**config.mk**
```make
export PLATFORM = sky130hd
export DESIGN_NAME = pwr_state_top
export DESIGN_NICKNAME = d
export VERILOG_FILES = /design/src/rtl/pwr_pkg.sv /design/src/rtl/pwr_dp.sv /design/src/rtl/pwr_ctrl.sv /design/src/rtl/pwr_state_top.sv
export SDC_FILE = /design/constraint.sdc
export NUM_CORES = 1
export LEC_CHECK = 0
export BUFFER_PORTS_ARGS = -buffer_cell sky130_fd_sc_hd__buf_4
export CORE_MARGIN = 2
export CORE_UTILIZATION = 40
export CTS_CLUSTER_SIZE = 8
export DETAILED_ROUTE_END_ITERATION = 6
export GPL_TIMING_DRIVEN = 0
export PLACE_DENSITY = 0.65
export SYNTH_ARGS = -nofsm -noshare
export SYNTH_HDL_FRONTEND = slang
export SYNTH_SLANG_ARGS = --single-unit
```
**constraint.sdc**
```tcl
create_clock -name clk -period 2.9 [get_ports clk]
set_input_delay 0.145 -clock clk [delete_from_list [all_inputs] [get_ports clk]]
set_output_delay 0.145 -clock clk [all_outputs]
set_load 0.01 [all_outputs]
```
**src/rtl/pwr_pkg.sv**
```systemverilog
package pwr_pkg;

  localparam int NUM_EVT = 5;

  typedef enum logic [2:0] {
    ST_NORMAL    = 3'd0,
    ST_AUTOHALT  = 3'd1,
    ST_ACKWAIT   = 3'd2,
    ST_ENTER     = 3'd3,
    ST_STOPGRANT = 3'd4,
    ST_SNOOP     = 3'd5,
    ST_SLEEP     = 3'd6,
    ST_COREINIT  = 3'd7
  } pwr_state_t;

  // strobes from control to datapath
  typedef struct packed {
    logic loadCnt;
    logic countEn;
    logic latchEn;
    logic replayEn;
    logic clearEvt;
  } dp_ctl_t;

endpackage

```
**src/rtl/pwr_dp.sv**
```systemverilog
module pwr_dp
  import pwr_pkg::*;
#(
  parameter int DELAY = 20
) (
  input  logic               clk,
  input  logic               rstN,
  input  dp_ctl_t            ctl,
  input  logic [NUM_EVT-1:0] evtAct,
  output logic               cntZero,
  output logic               wakeAny,
  output logic [NUM_EVT-1:0] evtReplay
);

  localparam int CW = (DELAY > 1) ? $clog2(DELAY) : 1;
  localparam logic [CW-1:0] LOAD_VAL = CW'(DELAY - 1);

  logic [CW-1:0]      cnt;
  logic [NUM_EVT-1:0] pend;
  logic [NUM_EVT-1:0] pick;
  logic [NUM_EVT-1:0] setMask;
  logic [NUM_EVT-1:0] clrMask;

  assign cntZero = (cnt == '0);
  assign wakeAny = |evtAct;

  // isolate lowest set bit: lowest index has highest priority
  assign pick    = pend & (~pend + NUM_EVT'(1));
  assign setMask = ctl.latchEn  ? evtAct : '0;
  assign clrMask = ctl.replayEn ? pick   : '0;

  always_ff @(posedge clk or negedge rstN) begin
    if (!rstN) begin
      cnt <= '0;
    end else if (ctl.loadCnt) begin
      cnt <= LOAD_VAL;
    end else if (ctl.countEn && !cntZero) begin
      cnt <= cnt - CW'(1);
    end
  end

  always_ff @(posedge clk or negedge rstN) begin
    if (!rstN) begin
      pend      <= '0;
      evtReplay <= '0;
    end else if (ctl.clearEvt) begin
      pend      <= '0;
      evtReplay <= '0;
    end else begin
      pend      <= (pend | setMask) & ~clrMask;
      evtReplay <= clrMask;
    end
  end

  assert_replay_onehot_R10: assert property (@(posedge clk) disable iff (!rstN)
    $onehot0(evtReplay));

  assert_replay_in_normal_R10: assert property (@(posedge clk) disable iff (!rstN)
    (|evtReplay) |-> $past(ctl.replayEn));

  assert_clear_pending_R11: assert property (@(posedge clk) disable iff (!rstN)
    $past(ctl.clearEvt) |-> (pend == '0));

endmodule

```
**src/rtl/pwr_ctrl.sv**
```systemverilog
module pwr_ctrl
  import pwr_pkg::*;
#(
  parameter int             SECT       = 4,
  parameter logic [SECT-1:0] HALT_KEEP  = 4'b0011,
  parameter logic [SECT-1:0] GRANT_KEEP = 4'b0001,
  parameter logic [SECT-1:0] SNOOP_KEEP = 4'b0011,
  parameter logic [SECT-1:0] SLEEP_KEEP = 4'b0000
) (
  input  logic            clk,
  input  logic            rstN,
  input  logic            cpuReset,
  input  logic            haltPulse,
  input  logic            stpClkN,
  input  logic            slpN,
  input  logic            snoopHit,
  input  logic            snoopDone,
  input  logic            ackRsp,
  input  logic            rsmPulse,
  input  logic            rsmToHalt,
  input  logic            wakeAny,
  input  logic            cntZero,
  output pwr_state_t      state,
  output logic            ackReq,
  output logic [SECT-1:0] clkEn,
  output logic [1:0]      seqErr,
  output dp_ctl_t         dpCtl
);

  pwr_state_t nextState;
  logic       stayGrant;
  logic       inGrantFamily;
  logic       earlyRel;
  logic       sleepRel;

  assign inGrantFamily = (state == ST_STOPGRANT) || (state == ST_SNOOP) ||
                         (state == ST_SLEEP);
  assign earlyRel = !cpuReset && stpClkN &&
                    ((state == ST_ACKWAIT) || (state == ST_ENTER));
  assign sleepRel = !cpuReset && stpClkN && (state == ST_SLEEP);

  always_comb begin
    nextState = state;
    if (cpuReset) begin
      nextState = ST_COREINIT;
    end else begin
      unique case (state)
        ST_NORMAL: begin
          if (!stpClkN)                 nextState = ST_ACKWAIT;
          else if (haltPulse)           nextState = ST_AUTOHALT;
          else if (rsmPulse && rsmToHalt) nextState = ST_AUTOHALT;
        end
        ST_AUTOHALT: begin
          if (wakeAny)       nextState = ST_NORMAL;
          else if (!stpClkN) nextState = ST_ACKWAIT;
        end
        ST_ACKWAIT: begin
          if (stpClkN)     nextState = ST_NORMAL;
          else if (ackRsp) nextState = ST_ENTER;
        end
        ST_ENTER: begin
          if (stpClkN)      nextState = ST_NORMAL;
          else if (cntZero) nextState = ST_STOPGRANT;
        end
        ST_STOPGRANT: begin
          if (stpClkN)       nextState = ST_NORMAL;
          else if (!slpN)    nextState = ST_SLEEP;
          else if (snoopHit) nextState = ST_SNOOP;
        end
        ST_SNOOP: begin
          if (snoopDone) nextState = ST_STOPGRANT;
        end
        ST_SLEEP: begin
          if (slpN) nextState = ST_STOPGRANT;
        end
        ST_COREINIT: begin
          nextState = (stayGrant && !stpClkN) ? ST_STOPGRANT : ST_NORMAL;
        end
        default: nextState = ST_NORMAL;
      endcase
    end
  end

  always_ff @(posedge clk or negedge rstN) begin
    if (!rstN) begin
      state     <= ST_NORMAL;
      stayGrant <= 1'b0;
      seqErr    <= 2'b00;
    end else begin
      state  <= nextState;
      seqErr <= {sleepRel, earlyRel};
      if (cpuReset && state != ST_COREINIT) begin
        stayGrant <= inGrantFamily;
      end
    end
  end

  always_comb begin
    dpCtl          = '0;
    dpCtl.loadCnt  = (state == ST_ACKWAIT) && ackRsp && !stpClkN && !cpuReset;
    dpCtl.countEn  = (state == ST_ENTER);
    dpCtl.latchEn  = inGrantFamily && !cpuReset;
    dpCtl.replayEn = (state == ST_NORMAL) && !cpuReset;
    dpCtl.clearEvt = cpuReset;
  end

  assign ackReq = (state == ST_ACKWAIT);

  always_comb begin
    unique case (state)
      ST_AUTOHALT:  clkEn = HALT_KEEP;
      ST_STOPGRANT: clkEn = GRANT_KEEP;
      ST_SNOOP:     clkEn = SNOOP_KEEP;
      ST_SLEEP:     clkEn = SLEEP_KEEP;
      default:      clkEn = '1;
    endcase
  end

  assert_reset_to_init_R11: assert property (@(posedge clk) disable iff (!rstN)
    cpuReset |=> (state == ST_COREINIT));

  assert_grant_after_count_R5: assert property (@(posedge clk) disable iff (!rstN)
    (state == ST_STOPGRANT && $past(state) == ST_ENTER) |-> $past(cntZero));

  assert_snoop_from_grant_R9: assert property (@(posedge clk) disable iff (!rstN)
    (state == ST_SNOOP) |-> ($past(state) == ST_STOPGRANT || $past(state) == ST_SNOOP));

  assert_early_abort_R6: assert property (@(posedge clk) disable iff (!rstN)
    seqErr[0] |-> (state == ST_NORMAL));

  assert_sleep_exit_R8: assert property (@(posedge clk) disable iff (!rstN)
    ($past(state) == ST_SLEEP && !$past(cpuReset)) |-> (state == ST_SLEEP || state == ST_STOPGRANT));

endmodule

```
**src/rtl/pwr_state_top.sv**
```systemverilog
module pwr_state_top
  import pwr_pkg::*;
#(
  parameter int SECT  = 4,
  parameter int DELAY = 20
) (
  input  logic              clk,
  input  logic              rstN,
  input  logic              cpuReset,
  input  logic              haltPulse,
  input  logic              stpClkN,
  input  logic              slpN,
  input  logic              snoopHit,
  input  logic              snoopDone,
  input  logic              ackRsp,
  input  logic              rsmPulse,
  input  logic              rsmToHalt,
  input  logic              smiN,
  input  logic              binitN,
  input  logic              initN,
  input  logic [1:0]        lintN,
  output logic [2:0]        pwrState,
  output logic [SECT-1:0]   clkEn,
  output logic              ackReq,
  output logic [1:0]        seqErr,
  output logic [NUM_EVT-1:0] evtReplay
);

  pwr_state_t         stateQ;
  dp_ctl_t            dpCtl;
  logic               cntZero;
  logic               wakeAny;
  logic [NUM_EVT-1:0] evtAct;

  // priority order by index: bus-init, init, system-management, local 0, local 1
  assign evtAct   = {~lintN[1], ~lintN[0], ~smiN, ~initN, ~binitN};
  assign pwrState = stateQ;

  pwr_ctrl #(
    .SECT (SECT)
  ) ctrl_i (
    .clk       (clk),
    .rstN      (rstN),
    .cpuReset  (cpuReset),
    .haltPulse (haltPulse),
    .stpClkN   (stpClkN),
    .slpN      (slpN),
    .snoopHit  (snoopHit),
    .snoopDone (snoopDone),
    .ackRsp    (ackRsp),
    .rsmPulse  (rsmPulse),
    .rsmToHalt (rsmToHalt),
    .wakeAny   (wakeAny),
    .cntZero   (cntZero),
    .state     (stateQ),
    .ackReq    (ackReq),
    .clkEn     (clkEn),
    .seqErr    (seqErr),
    .dpCtl     (dpCtl)
  );

  pwr_dp #(
    .DELAY (DELAY)
  ) dp_i (
    .clk       (clk),
    .rstN      (rstN),
    .ctl       (dpCtl),
    .evtAct    (evtAct),
    .cntZero   (cntZero),
    .wakeAny   (wakeAny),
    .evtReplay (evtReplay)
  );

endmodule

```
-- Yosys cells after proc, flatten, opt, wreduce, memory -nomap -nowiden
Cells that the tools add are included.
- input bits: 16
- register bits: 21
- add/sub/neg operators: 2
- reductions and logical operators: 24
- equality and inequality tests: 15
- bitwise gates (word level): 10
- mux-type cells: 24
- operator list (kind ; number):
    $mux 3 ; 16
    $mux 5 ; 6
    $pmux 3 s8 ; 1
    $eq 3x3->1 const B ; 4
    $logic_and 1x1->1 ; 12
    $pmux 4 s3 ; 1
    $and 5x5->5 ; 2
    $not 5->5 ; 2
    $ne 3x3->1 const B ; 3
    $ne 4x4->1 const B ; 2
    $reduce_and 7->1 ; 1
    $eq 3x2->1 const B ; 2
    $add 5x1->5 const B ; 1
    $logic_not 5->1 ; 1
    $ne 5x4->1 const B ; 1
    $ne 5x5->1 const B ; 1
    $not 1->1 ; 5
    $or 5x5->5 ; 1
    $reduce_or 5->1 ; 1
    $sub 5x1->5 const B ; 1
    $ne 4x3->1 const B ; 1
    $eq 3x1->1 const B ; 1
    $logic_not 1->1 ; 3
    $logic_not 3->1 ; 1
    other kinds (3) ; 5

-- Logic depth before layout (Yosys ltp)
Gate-level depths: netlist (run 1).
- word-level depth: 8
- gate-level depth with buffers: 6
- depth with buffers taken out: 6

-- Modules after synthesis
Synthesis (run 1) repeated with hierarchy kept, for this count alone.
- cell total of the unflattened synthesis: 136
- area, all modules: 1251.2 µm²
- by module, submodules not included (module ; area each (µm²) ; cells each ; instances ; sequential area each (µm²)):
    pwr_dp ; 689.4 ; 66 ; 1 ; 375.4
    pwr_ctrl ; 543.0 ; 65 ; 1 ; 150.1
    pwr_state_top ; 18.8 ; 5 ; 1 ; 0.0

-- Worst setup path before layout (run 1)
Ideal clock, no wire load.
- path kind: reg2reg
- start: register dp_i.cnt[0]
- end: register ctrl_i.state[1]
- slack: 1037 ps
- cell stages (with the launch flop): 7
- setup time: 79 ps
- arrival time: 1784 ps
- cell sequence: dfrtp_1 > inv_1 > ha_1 > or4b_2 > a21oi_1 > o221a_2 > mux2i_1
- cells in the longest elaborated chain, start to end: 3
- RTL lines (what ; line ; RTL):
    from (decl) ; pwr_dp.sv:18 ; logic [CW-1:0] cnt;
    from (signal assigned) ; pwr_dp.sv:38 ; cnt <= cnt - CW'(1);
    $logic_not 5->1 ; pwr_dp.sv:24 ; assign cntZero = (cnt == '0);
    $ne 4x4->1 (no line) ; - ;
    $reduce_and 7->1 (no line) ; - ;
    to (signal assigned) ; pwr_ctrl.sv:90 ; state <= nextState;
    to (decl) ; pwr_ctrl.sv:23 ; output pwr_state_t state,
No other way between the ends.
A chain may end at the register's enable or synchronous reset.

-- Worst setup path after layout (run 1)
- start: register dp_i.cnt[0]
- end: register ctrl_i.state[2]
Same word-level chain as after synthesis.

==> results of run 1 <==
layer usage:
layer / share of wire [%] / global-route usage, %
met1: 42 / 24.3
met5: 0 / 0
met2: 50 / 29.4
met4: 1.9 / 6.98
met3: 5.5 / 1.98
cell families after synthesis:
| kind of cell | count (synthesis) | share of synthesized area (%) |
|---|---|---|
| simple gates | 55 | 27.1 |
| fa+ha+maj | 1 | 1.06 |
| xor+xnor | 3 | 2.22 |
| mux | 2 | 1.69 |
| compound gates | 30 | 17.9 |
| flops | 21 | 44.5 |
| buf+inv | 15 | 5.51 |
repair_timing:
action	in CTS	in global routing
hold endpoints to repair	21	0
hold buffers	1	0
gates resized for setup	0	0
critical path, stage by stage, from the launching register on:
cell	delay, ns
dfrtp_1	0.40
inv_1	0.09
ha_1	0.20
or4b_2	0.66
a21oi_1	0.18
o221a_2	0.26
mux2i_1	0.19
cells in the mapped netlist, drive strengths merged (3+ instances only):
| cell | instances | area share (%) |
|---|---|---|
| o21ai | 7 | 3.0 |
| a211oi | 3 | 1.9 |
| nand3 | 4 | 1.7 |
| inv | 7 | 2.2 |
| nor3 | 3 | 1.3 |
| dfrtp | 21 | 44 |
| or3 | 3 | 2.0 |
| clkbuf | 5 | 1.6 |
| nor3b | 4 | 2.5 |
| a21oi | 9 | 4.1 |
| nor2 | 18 | 5.7 |
| nand2 | 8 | 2.5 |
| buf | 3 | 1.7 |
how the worst min path moves through the flow:
stage / to / slack, ns / cells past startpoint
finish: dp_i.pend[3] / 0.08 / 3
global route: dp_i.pend[4] / 0.08 / 3
CTS: dp_i.pend[3] / 0.08 / 3
detailed placement: dp_i.pend[1] / 0.05 / 1
global placement: dp_i.pend[1] / 0.05 / 1
floorplan: ctrl_i.seqErr[0] / -0.15 / 0
flip-flops by register name, indices dropped and copies added (netlist names):
signal and flops:
ctrl_i.state 3, dp_i.evtReplay 5, dp_i.pend 5, ctrl_i.stayGrant 1, ctrl_i.seqErr 2, dp_i.cnt 5
power by group through the flow:
stage | logic, W | registers (W) | clock network [W]
floorplan | 0.000312 | 0.000444 | 0
global placement | 0.000455 | 0.000454 | 0
detailed placement | 0.000467 | 0.000458 | 0
CTS | 0.000471 | 0.000452 | 0.000158
global route | 0.000523 | 0.000465 | 0.000171
finish | 0.000468 | 0.000453 | 0.000155
through the flow:
step | cell area (um2) | worst slack [ns]
2_1_floorplan | 1180 | 1.04
3_3_place_gp | 1440 | 0.914
3_5_place_dp | 1440 | 0.874
4_1_cts | 1480 | 0.851
5_1_grt | 1480 | 0.745
6_report | 1480 | 0.870
final cells by class:
| cell class | count | area [um2] |
|---|---|---|
| fill | 268 | 1300 |
| multi-input combinational | 91 | 591 |
| sequential | 21 | 526 |
| timing repair buffer | 30 | 228 |
| buffer | 8 | 38.8 |
| tap | 31 | 38.8 |
| inverter | 7 | 26.3 |
| clock buffer | 3 | 22.5 |
| clock inverter | 1 | 7.51 |
==> results.sh, run 1 <==
export IMPL_synth_edf_count=0
export IMPL_cts_buffer_depth=2
export IMPL_final_antenna_net_count=0
export IMPL_clkPwrFrac_pct=14.4
export IMPL_synth_warnings=0
export IMPL_start_util_pct=42.5
export IMPL_worstSetupStartpoint="dp_i.cnt[0]"
export IMPL_post_route_util_pct=53.1
export IMPL_syn_inst=127
export IMPL_gp_congestion=0.803
export IMPL_post_cts_buffers=0
export IMPL_pwr_density_cell_nw_per_um2=728
export IMPL_crit_end="ctrl_i.state[2]"
export IMPL_grt_pass1_vias=1033
export IMPL_dp_cells=187
export IMPL_synth_distinct_cells=40
export IMPL_grt_pass1_wl_mm=4.67
export IMPL_worstRegToRegCells=6
export IMPL_period_share_pct=70.0
export IMPL_intPower_w=0.000646
export IMPL_period_minus_slack_ns=2.03
export IMPL_dpl_hpwl_mm=2.00
export IMPL_drt_pass1_iterations=4
export IMPL_p_switching_w=0.000430
export IMPL_cts_htree_levels=1
export IMPL_initialDrtViolationCount=39
export IMPL_yosys_most_used_dff="dfrtp_1"
export IMPL_die_y_um=58.3
export IMPL_root_buffer="clkbuf_4"
export IMPL_worstSetupPathType="flop to flop"
export IMPL_reg2reg_slack_ns=0.87
export IMPL_seqPwrFrac_pct=42.1
export IMPL_viasPerCell=5.61
export IMPL_synth_nets=144
export IMPL_drv_cap=0
export IMPL_synthArstFlopShare_pct=100
export IMPL_overflow=0
export IMPL_clock_sinks=21
export IMPL_hold_ws_ns=0.0821
export IMPL_worstHoldPathType="input port to flop"
export IMPL_ioPinCount=31
export IMPL_wl_per_cell_um=14.4
export IMPL_hold_violations=0
export IMPL_syn_area_per_cell_um2=9.30
export IMPL_setup_violations=0
export IMPL_maxSlewViolCount=0
export IMPL_critPathArrivalTime_ns=2.29
export IMPL_mostFrequentLayoutCells="buf_4, dfrtp_1, nor2_1, a21oi_1, nand2_1"
export IMPL_reg2reg_to="ctrl_i.state[2]"
export IMPL_rows=19
export IMPL_setup_tns_ns=0
export IMPL_vias=1077
export IMPL_ir_worst_vdd_uv=414
export IMPL_grt_util_all_layers_pct=17.9
export IMPL_core_um2=2780
export IMPL_crit_required_ns=3.16
export IMPL_fin_nets=179
export IMPL_grt_max_degree=22
export IMPL_cts_buffers=3
export IMPL_status="complete, no violations"
export IMPL_syn_area_um2=1180
export IMPL_maxSlewHeadroom_pct=70.2
export IMPL_combPwrFrac_pct=43.5
export IMPL_worst_setup_path_end_kind="flop"
export IMPL_path_clk_slew_ns=0.14
export IMPL_cts_tree="yes"
export IMPL_cp_start_kind="flop"
export IMPL_min_from="lintN[0]"
export IMPL_wl_mm=2.76
export IMPL_dieArea_um2=3400
export IMPL_total_power_w=0.00108
export IMPL_finClkSkew_ns=0.00763
export IMPL_antenna_cells=0
export IMPL_fin_cells=192
export IMPL_p_sw_share_pct=40.0
export IMPL_power_leakage_nw=0.674
export IMPL_antenna_found_initial=0
export IMPL_ys_seq_area_share_pct=44.5
export IMPL_crit_fanout=4
export IMPL_fmax_ghz=0.493
export IMPL_rsz0062_at_grt="no"
export IMPL_final_common_cell="buf_4"
export IMPL_drc=0
export IMPL_area_delta_synth_final_pct=25.1
export IMPL_regToRegStartpoint="dp_i.cnt[0]"
export IMPL_tightest_slew_ns=0.447
export IMPL_drive_gt1_share_pct=28.6
export IMPL_insertion_delay_ns=0.32
export IMPL_die_x_um=58.3
export IMPL_port_buffers=29
export IMPL_ys_seq_elements=21
(Power assumes the default switching activity.)
==> run 2: changes to the inputs <==
- PLACE_DENSITY: 0.65 -> 0.68
- clock period: 2.9 -> 1.8 ns (I/O delays scaled with it)
==> run 2 against run 1 <==
Compared with the run above:
- power rose by 76%
- the flow now finishes with violations (setup timing)
- wire length grew 2.2%
- clock skew shrank 0.0068 ns
- core utilization increased by 4.2 points
- cell count increased by 4.2%
- sequential share of layout area is 2.5 points lower
- critical path depth fell by 1
- count of clock-buffer cells in the layout unchanged
- setup slack worse by 0.88 ns
- die area did not move
==> results.sh, run 2 (synthesis results as in run 1) <==
export IMPL_status="complete, but fails checks"
export IMPL_violations="setup timing"
export IMPL_insertion_delay_ns=0.30
export IMPL_cts_buffer_depth=2
export IMPL_start_util_pct=42.5
export IMPL_core_um2=2780
export IMPL_finClkSkew_ns=0.000884
export IMPL_drc=0
export IMPL_cp_buffers_inverters=1
export IMPL_hold_ws_ns=0.0486
export IMPL_final_cell_area_um2=1600
export IMPL_worst_setup_path_end_kind="flop"
export IMPL_root_buffer="clkbuf_4"
export IMPL_worstSetupPathType="flop to flop"
export IMPL_cts_htree_levels=1
export IMPL_pwr_density_cell_nw_per_um2=1190
export IMPL_drv_cap=0
export IMPL_cpLargestDelayFamily="simple AND/OR/NAND/NOR gates"
export IMPL_drt_pass1_iterations=4
export IMPL_path_cells="or3_4 -> or4_4 -> buf_6 -> o31ai_4 -> a21oi_2"
export IMPL_worstSetupStartpoint="ctrl_i.state[0]"
export IMPL_wl_mm=2.82
export IMPL_fmax_ghz=0.552
export IMPL_period_share_pct=101
export IMPL_crit_required_ns=1.99
export IMPL_drive_gt1_share_pct=38.5
export IMPL_setup_violations=1
export IMPL_antenna_found_initial=0
export IMPL_mostFrequentLayoutCells="buf_4, dfrtp_1, nor2_1, nand2_1, a21oi_1"
export IMPL_grt_util_all_layers_pct=18.0
export IMPL_area_delta_synth_final_pct=35.1
export IMPL_grt_pass1_vias=1095
export IMPL_period_minus_slack_ns=1.81
export IMPL_fin_nets=187
export IMPL_wl_per_cell_um=14.1
export IMPL_initialDrtViolationCount=26
export IMPL_n_fill_cell=262
export IMPL_maxSlewViolCount=0
export IMPL_path_clk_slew_ns=0.13
export IMPL_port_buffers=29
export IMPL_final_common_cell="buf_4"
export IMPL_clock_sinks=21
export IMPL_dieArea_um2=3400
export IMPL_ir_worst_vdd_uv=873
export IMPL_final_antenna_net_count=0
export IMPL_top_regs="dp_i.cnt (5), dp_i.evtReplay (5), dp_i.pend (5)"
export IMPL_power_leakage_nw=0.723
export IMPL_pre_cts_ws_ns=-0.0866
export IMPL_min_from="lintN[0]"
export IMPL_cts_tree="yes"
export IMPL_rsz0062_at_grt="yes"
export IMPL_grt_pass1_wl_mm=4.80
export IMPL_setup_slack_ns=-0.0125
export IMPL_grt_max_degree=22
export IMPL_tightest_slew_ns=0.475
export IMPL_worstHoldPathType="input port to flop"
export IMPL_viasPerCell=5.62
export IMPL_place_area_um2=1440
export IMPL_crit_fanout=6
export IMPL_die_y_um=58.3
export IMPL_cp_start_kind="flop"
export IMPL_cp_slowest_cell="dfrtp_2"
export IMPL_antenna_cells=0
export IMPL_slowest_delay_ns=0.45
export IMPL_setup_tns_ns=-0.0125
export IMPL_hold_violations=0
export IMPL_gp_congestion=0.788
export IMPL_cts_buffers=3
export IMPL_vias=1124
export IMPL_critPathArrivalTime_ns=2.00
export IMPL_die_x_um=58.3
export IMPL_maxSlewHeadroom_pct=68.4
export IMPL_overflow=0
export IMPL_dpl_hpwl_mm=1.97
export IMPL_ioPinCount=31
export IMPL_rows=19
export IMPL_regToRegStartpoint="ctrl_i.state[0]"
## run 2: final timing paths
path | endpoint | slack, ns | depth (start not counted)
min in group asynchronous | dp_i.evtReplay[1] | 0.19 | 2
worst max-delay path | dp_i.pend[4] | -0.01 | 5
worst min-delay path | dp_i.pend[3] | 0.05 | 3
max in group asynchronous | ctrl_i.state[1] | 1.38 | 2
worst max register to register | dp_i.pend[4] | -0.01 | 5
worst min register to register | ctrl_i.stayGrant | 0.54 | 2
## run 2: repair_timing
item	in CTS	in global routing
hold buffers	1	0
endpoints found under the hold margin	21	0
gates resized for setup	6	12
buffers inserted	5	3
endpoints found under the setup margin	9	8
pin swaps	2	4
## run 2: power by group
part / total [W] / switching (W) / internal [W]
sequential: 0.000718 / 0.000126 / 0.000592
clock: 0.000242 / 0.000157 / 0.0000845
combinational: 0.000936 / 0.000457 / 0.000479
total: 0.00190 / 0.000740 / 0.00116
## run 2: metal layers
| metal | track usage (%) | up-vias | part of all wire, % |
|---|---|---|---|
| li1 | - | 535 | - |
| met1 | 23.7 | 556 | 44 |
| met2 | 30.3 | 29 | 50 |
| met3 | 2.86 | 4 | 4.6 |
| met4 | 6.31 | 0 | 0.78 |
| met5 | 0 | - | 0 |
## run 2: final cells by class
class	count	area, um2	area share, %
Multi-Input combinational cell	91	637	39.9
Sequential cell	21	528	33.1
Timing Repair Buffer	38	288	18.0
Buffer	8	47.5	2.98
Tap cell	31	38.8	2.43
Inverter	7	26.3	1.65
Clock buffer	3	22.5	1.41
Clock inverter	1	7.51	0.471
## run 2: tightest hold or removal path: cells and delay by family
kind            cells  cell delay, ns
simple gates        1            0.09
compound gates      1            0.06
buf+inv             1            0.08
## run 2: through the flow
| step | total power (W) | utilization, % | instances |
|---|---|---|---|
| floorplan | 0.00122 | - | 127 |
| global placement | 0.00147 | 51.9 | 187 |
| detailed placement | 0.00150 | 51.9 | 187 |
| CTS | 0.00182 | 55.3 | 197 |
| global route | 0.00205 | 57.4 | 200 |
| finish | 0.00190 | 57.4 | 200 |
==> run 3: changes to the inputs <==
- ABC_CLOCK_PERIOD_IN_PS: default -> 1800
- CORE_UTILIZATION: 40 -> 46
- PLACE_DENSITY: 0.68 -> 0.76
- SKIP_LAST_GASP: default -> 1
==> run 3 against run 2 <==
Compared with the run above:
- clock skew rose by 0.0030 ns
- critical path type unchanged
- wire length rose by 0.64%
- largest power group unchanged
- global-route usage rose by 4.7 points
- critical path depth did not move
- core utilization rose by 6.1 points
- cell area fell by 2.4%
- register-to-register slack improved by 0.04 ns
- the run now ends clean
- cell count fell by 1.0%
- count of clock-buffer cells in the layout did not move
- critical endpoint unchanged
- non-clock buffer count fell by 1
- sequential cell count did not move
==> results.sh, run 3 (synthesis results as in run 1) <==
export IMPL_mostFrequentLayoutCells="buf_4, nor2_1, dfrtp_1, nand2_1, a21oi_1"
export IMPL_root_buffer="clkbuf_4"
export IMPL_setup_violations=0
export IMPL_cp_start_kind="flop"
export IMPL_crit_fanout=6
export IMPL_drc=0
export IMPL_p_switching_w=0.000729
export IMPL_insertion_delay_ns=0.31
export IMPL_grt_max_degree=22
export IMPL_critPathArrivalTime_ns=1.98
export IMPL_vias=1101
export IMPL_min_from="lintN[0]"
export IMPL_viasPerCell=5.56
export IMPL_wl_per_cell_um=14.4
export IMPL_reg2reg_to="dp_i.pend[4]"
export IMPL_tightest_slew_ns=0.467
export IMPL_worst_setup_path_end_kind="flop"
export IMPL_pwr_density_cell_nw_per_um2=1190
export IMPL_gp_congestion=0.808
export IMPL_antenna_cells=0
export IMPL_dpl_hpwl_mm=1.94
export IMPL_period_minus_slack_ns=1.78
export IMPL_crit_end="dp_i.pend[4]"
export IMPL_drv_cap=0
export IMPL_initialDrtViolationCount=12
export IMPL_path_clk_slew_ns=0.13
export IMPL_hold_ws_ns=0.0323
export IMPL_die_y_um=54.7
export IMPL_clock_sinks=21
export IMPL_worstSetupPathType="flop to flop"
export IMPL_setup_tns_ns=0
export IMPL_dieArea_um2=2990
export IMPL_total_power_w=0.00186
export IMPL_hold_violations=0
export IMPL_cts_tree="yes"
export IMPL_maxSlewViolCount=0
export IMPL_combPwrFrac_pct=48.4
export IMPL_grt_pass1_vias=1063
export IMPL_cts_buffers=3
export IMPL_fin_nets=186
export IMPL_finClkSkew_ns=0.00384
export IMPL_overflow=0
export IMPL_regToRegStartpoint="ctrl_i.state[1]"
export IMPL_ff_latch_area_um2=529
export IMPL_final_common_cell="buf_4"
export IMPL_cts_htree_levels=1
export IMPL_wl_mm=2.84
export IMPL_port_buffers=29
export IMPL_seqPwrFrac_pct=38.4
export IMPL_core_um2=2450
export IMPL_ir_worst_vdd_uv=899
export IMPL_worstRegToRegCells=5
export IMPL_drt_pass1_iterations=4
export IMPL_grt_pass1_wl_mm=4.80
export IMPL_crit_required_ns=2.00
export IMPL_reg2reg_slack_ns=0.02
export IMPL_drive_gt1_share_pct=36.3
export IMPL_worstHoldPathType="input port to flop"
export IMPL_clkPwrFrac_pct=13.2
export IMPL_rows=18
export IMPL_grt_util_all_layers_pct=22.7
export IMPL_n_fill_cell=212
export IMPL_rsz0062_at_grt="yes"
export IMPL_fmax_ghz=0.563
export IMPL_maxSlewHeadroom_pct=68.5
export IMPL_start_util_pct=48.1
export IMPL_status="complete, no violations"
export IMPL_intPower_w=0.00113
export IMPL_die_x_um=54.7
export IMPL_antenna_found_initial=0
export IMPL_multi_input_area_um2=609
export IMPL_worstSetupStartpoint="ctrl_i.state[1]"
export IMPL_power_leakage_nw=0.712
export IMPL_cts_buffer_depth=2
export IMPL_p_sw_share_pct=39.2
export IMPL_area_delta_synth_final_pct=31.9
export IMPL_top_regs="dp_i.cnt (5), dp_i.evtReplay (5), dp_i.pend (5)"
export IMPL_period_share_pct=98.6
export IMPL_final_antenna_net_count=0
export IMPL_ioPinCount=31
[run 3: cell types whose count changed in the layout (fill, tap and decap cells not counted), sizes merged]
cell / previous run / this run
clkbuf: 8 / 7
[run 3: routing by layer]
| metal | routed length [um] | vias up | GRT usage, % |
|---|---|---|---|
| li1 | - | 532 | - |
| met1 | 1260 | 529 | 30.6 |
| met2 | 1390 | 31 | 35.5 |
| met3 | 122 | 9 | 3.01 |
| met4 | 70 | 0 | 11.3 |
| met5 | 0 | - | 0 |
[run 3: worst max-delay path: stages (launching register included)]
cell	delay (ns)
dfrtp_2	0.43
or3_4	0.42
or4_1	0.43
buf_6	0.16
o31ai_4	0.17
a21oi_2	0.07
[run 3: area by class of cell]
class | instances | share of cell area (%)
sequential | 21 | 34.0
clock inverter | 1 | 0.482
multi-input combinational | 91 | 39.1
tap | 30 | 2.41
buffer | 8 | 2.89
inverter | 7 | 1.69
timing repair buffer | 37 | 18.0
clock buffer | 3 | 1.45
[run 3: repair_timing]
item / in CTS / in global routing
setup endpoints to repair: 11 / 8
gates resized for setup: 6 / 5
pin swaps: 3 / 1
buffers inserted: 7 / 0
hold buffers: 1 / 0
endpoints found under the hold margin: 21 / 0
[run 3: power groups by stage]
stage | sequential, W | clock, W | combinational, W
after global routing | 0.000729 | 0.000274 | 0.000999
final | 0.000714 | 0.000245 | 0.000899
after floorplan | 0.000720 | 0 | 0.000503
after detailed placement | 0.000742 | 0 | 0.000756
after CTS | 0.000707 | 0.000244 | 0.000887
after global placement | 0.000732 | 0 | 0.000733
[run 3: metrics by stage]
| step | instance area, um2 | cells | util, % | setup slack [ns] |
|---|---|---|---|---|
| 2_1_floorplan | 1190 | 127 | - | 0.0184 |
| 3_3_place_gp | 1440 | 186 | 58.7 | -0.0423 |
| 3_5_place_dp | 1440 | 186 | 58.7 | -0.0600 |
| 4_1_cts | 1540 | 198 | 62.9 | 0.0148 |
| 5_1_grt | 1560 | 198 | 63.5 | -0.0395 |
| 6_report | 1560 | 198 | 63.5 | 0.0244 |
[run 3: worst min path at each step]
stage,end,slack (ns),cells after the start
floorplan,ctrl_i.seqErr[0],-0.21,0
global placement,dp_i.pend[1],-0.01,1
detailed placement,dp_i.evtReplay[1],-0.01,1
CTS,dp_i.pend[3],0.03,3
global route,dp_i.pend[3],0.02,3
finish,dp_i.pend[3],0.03,3
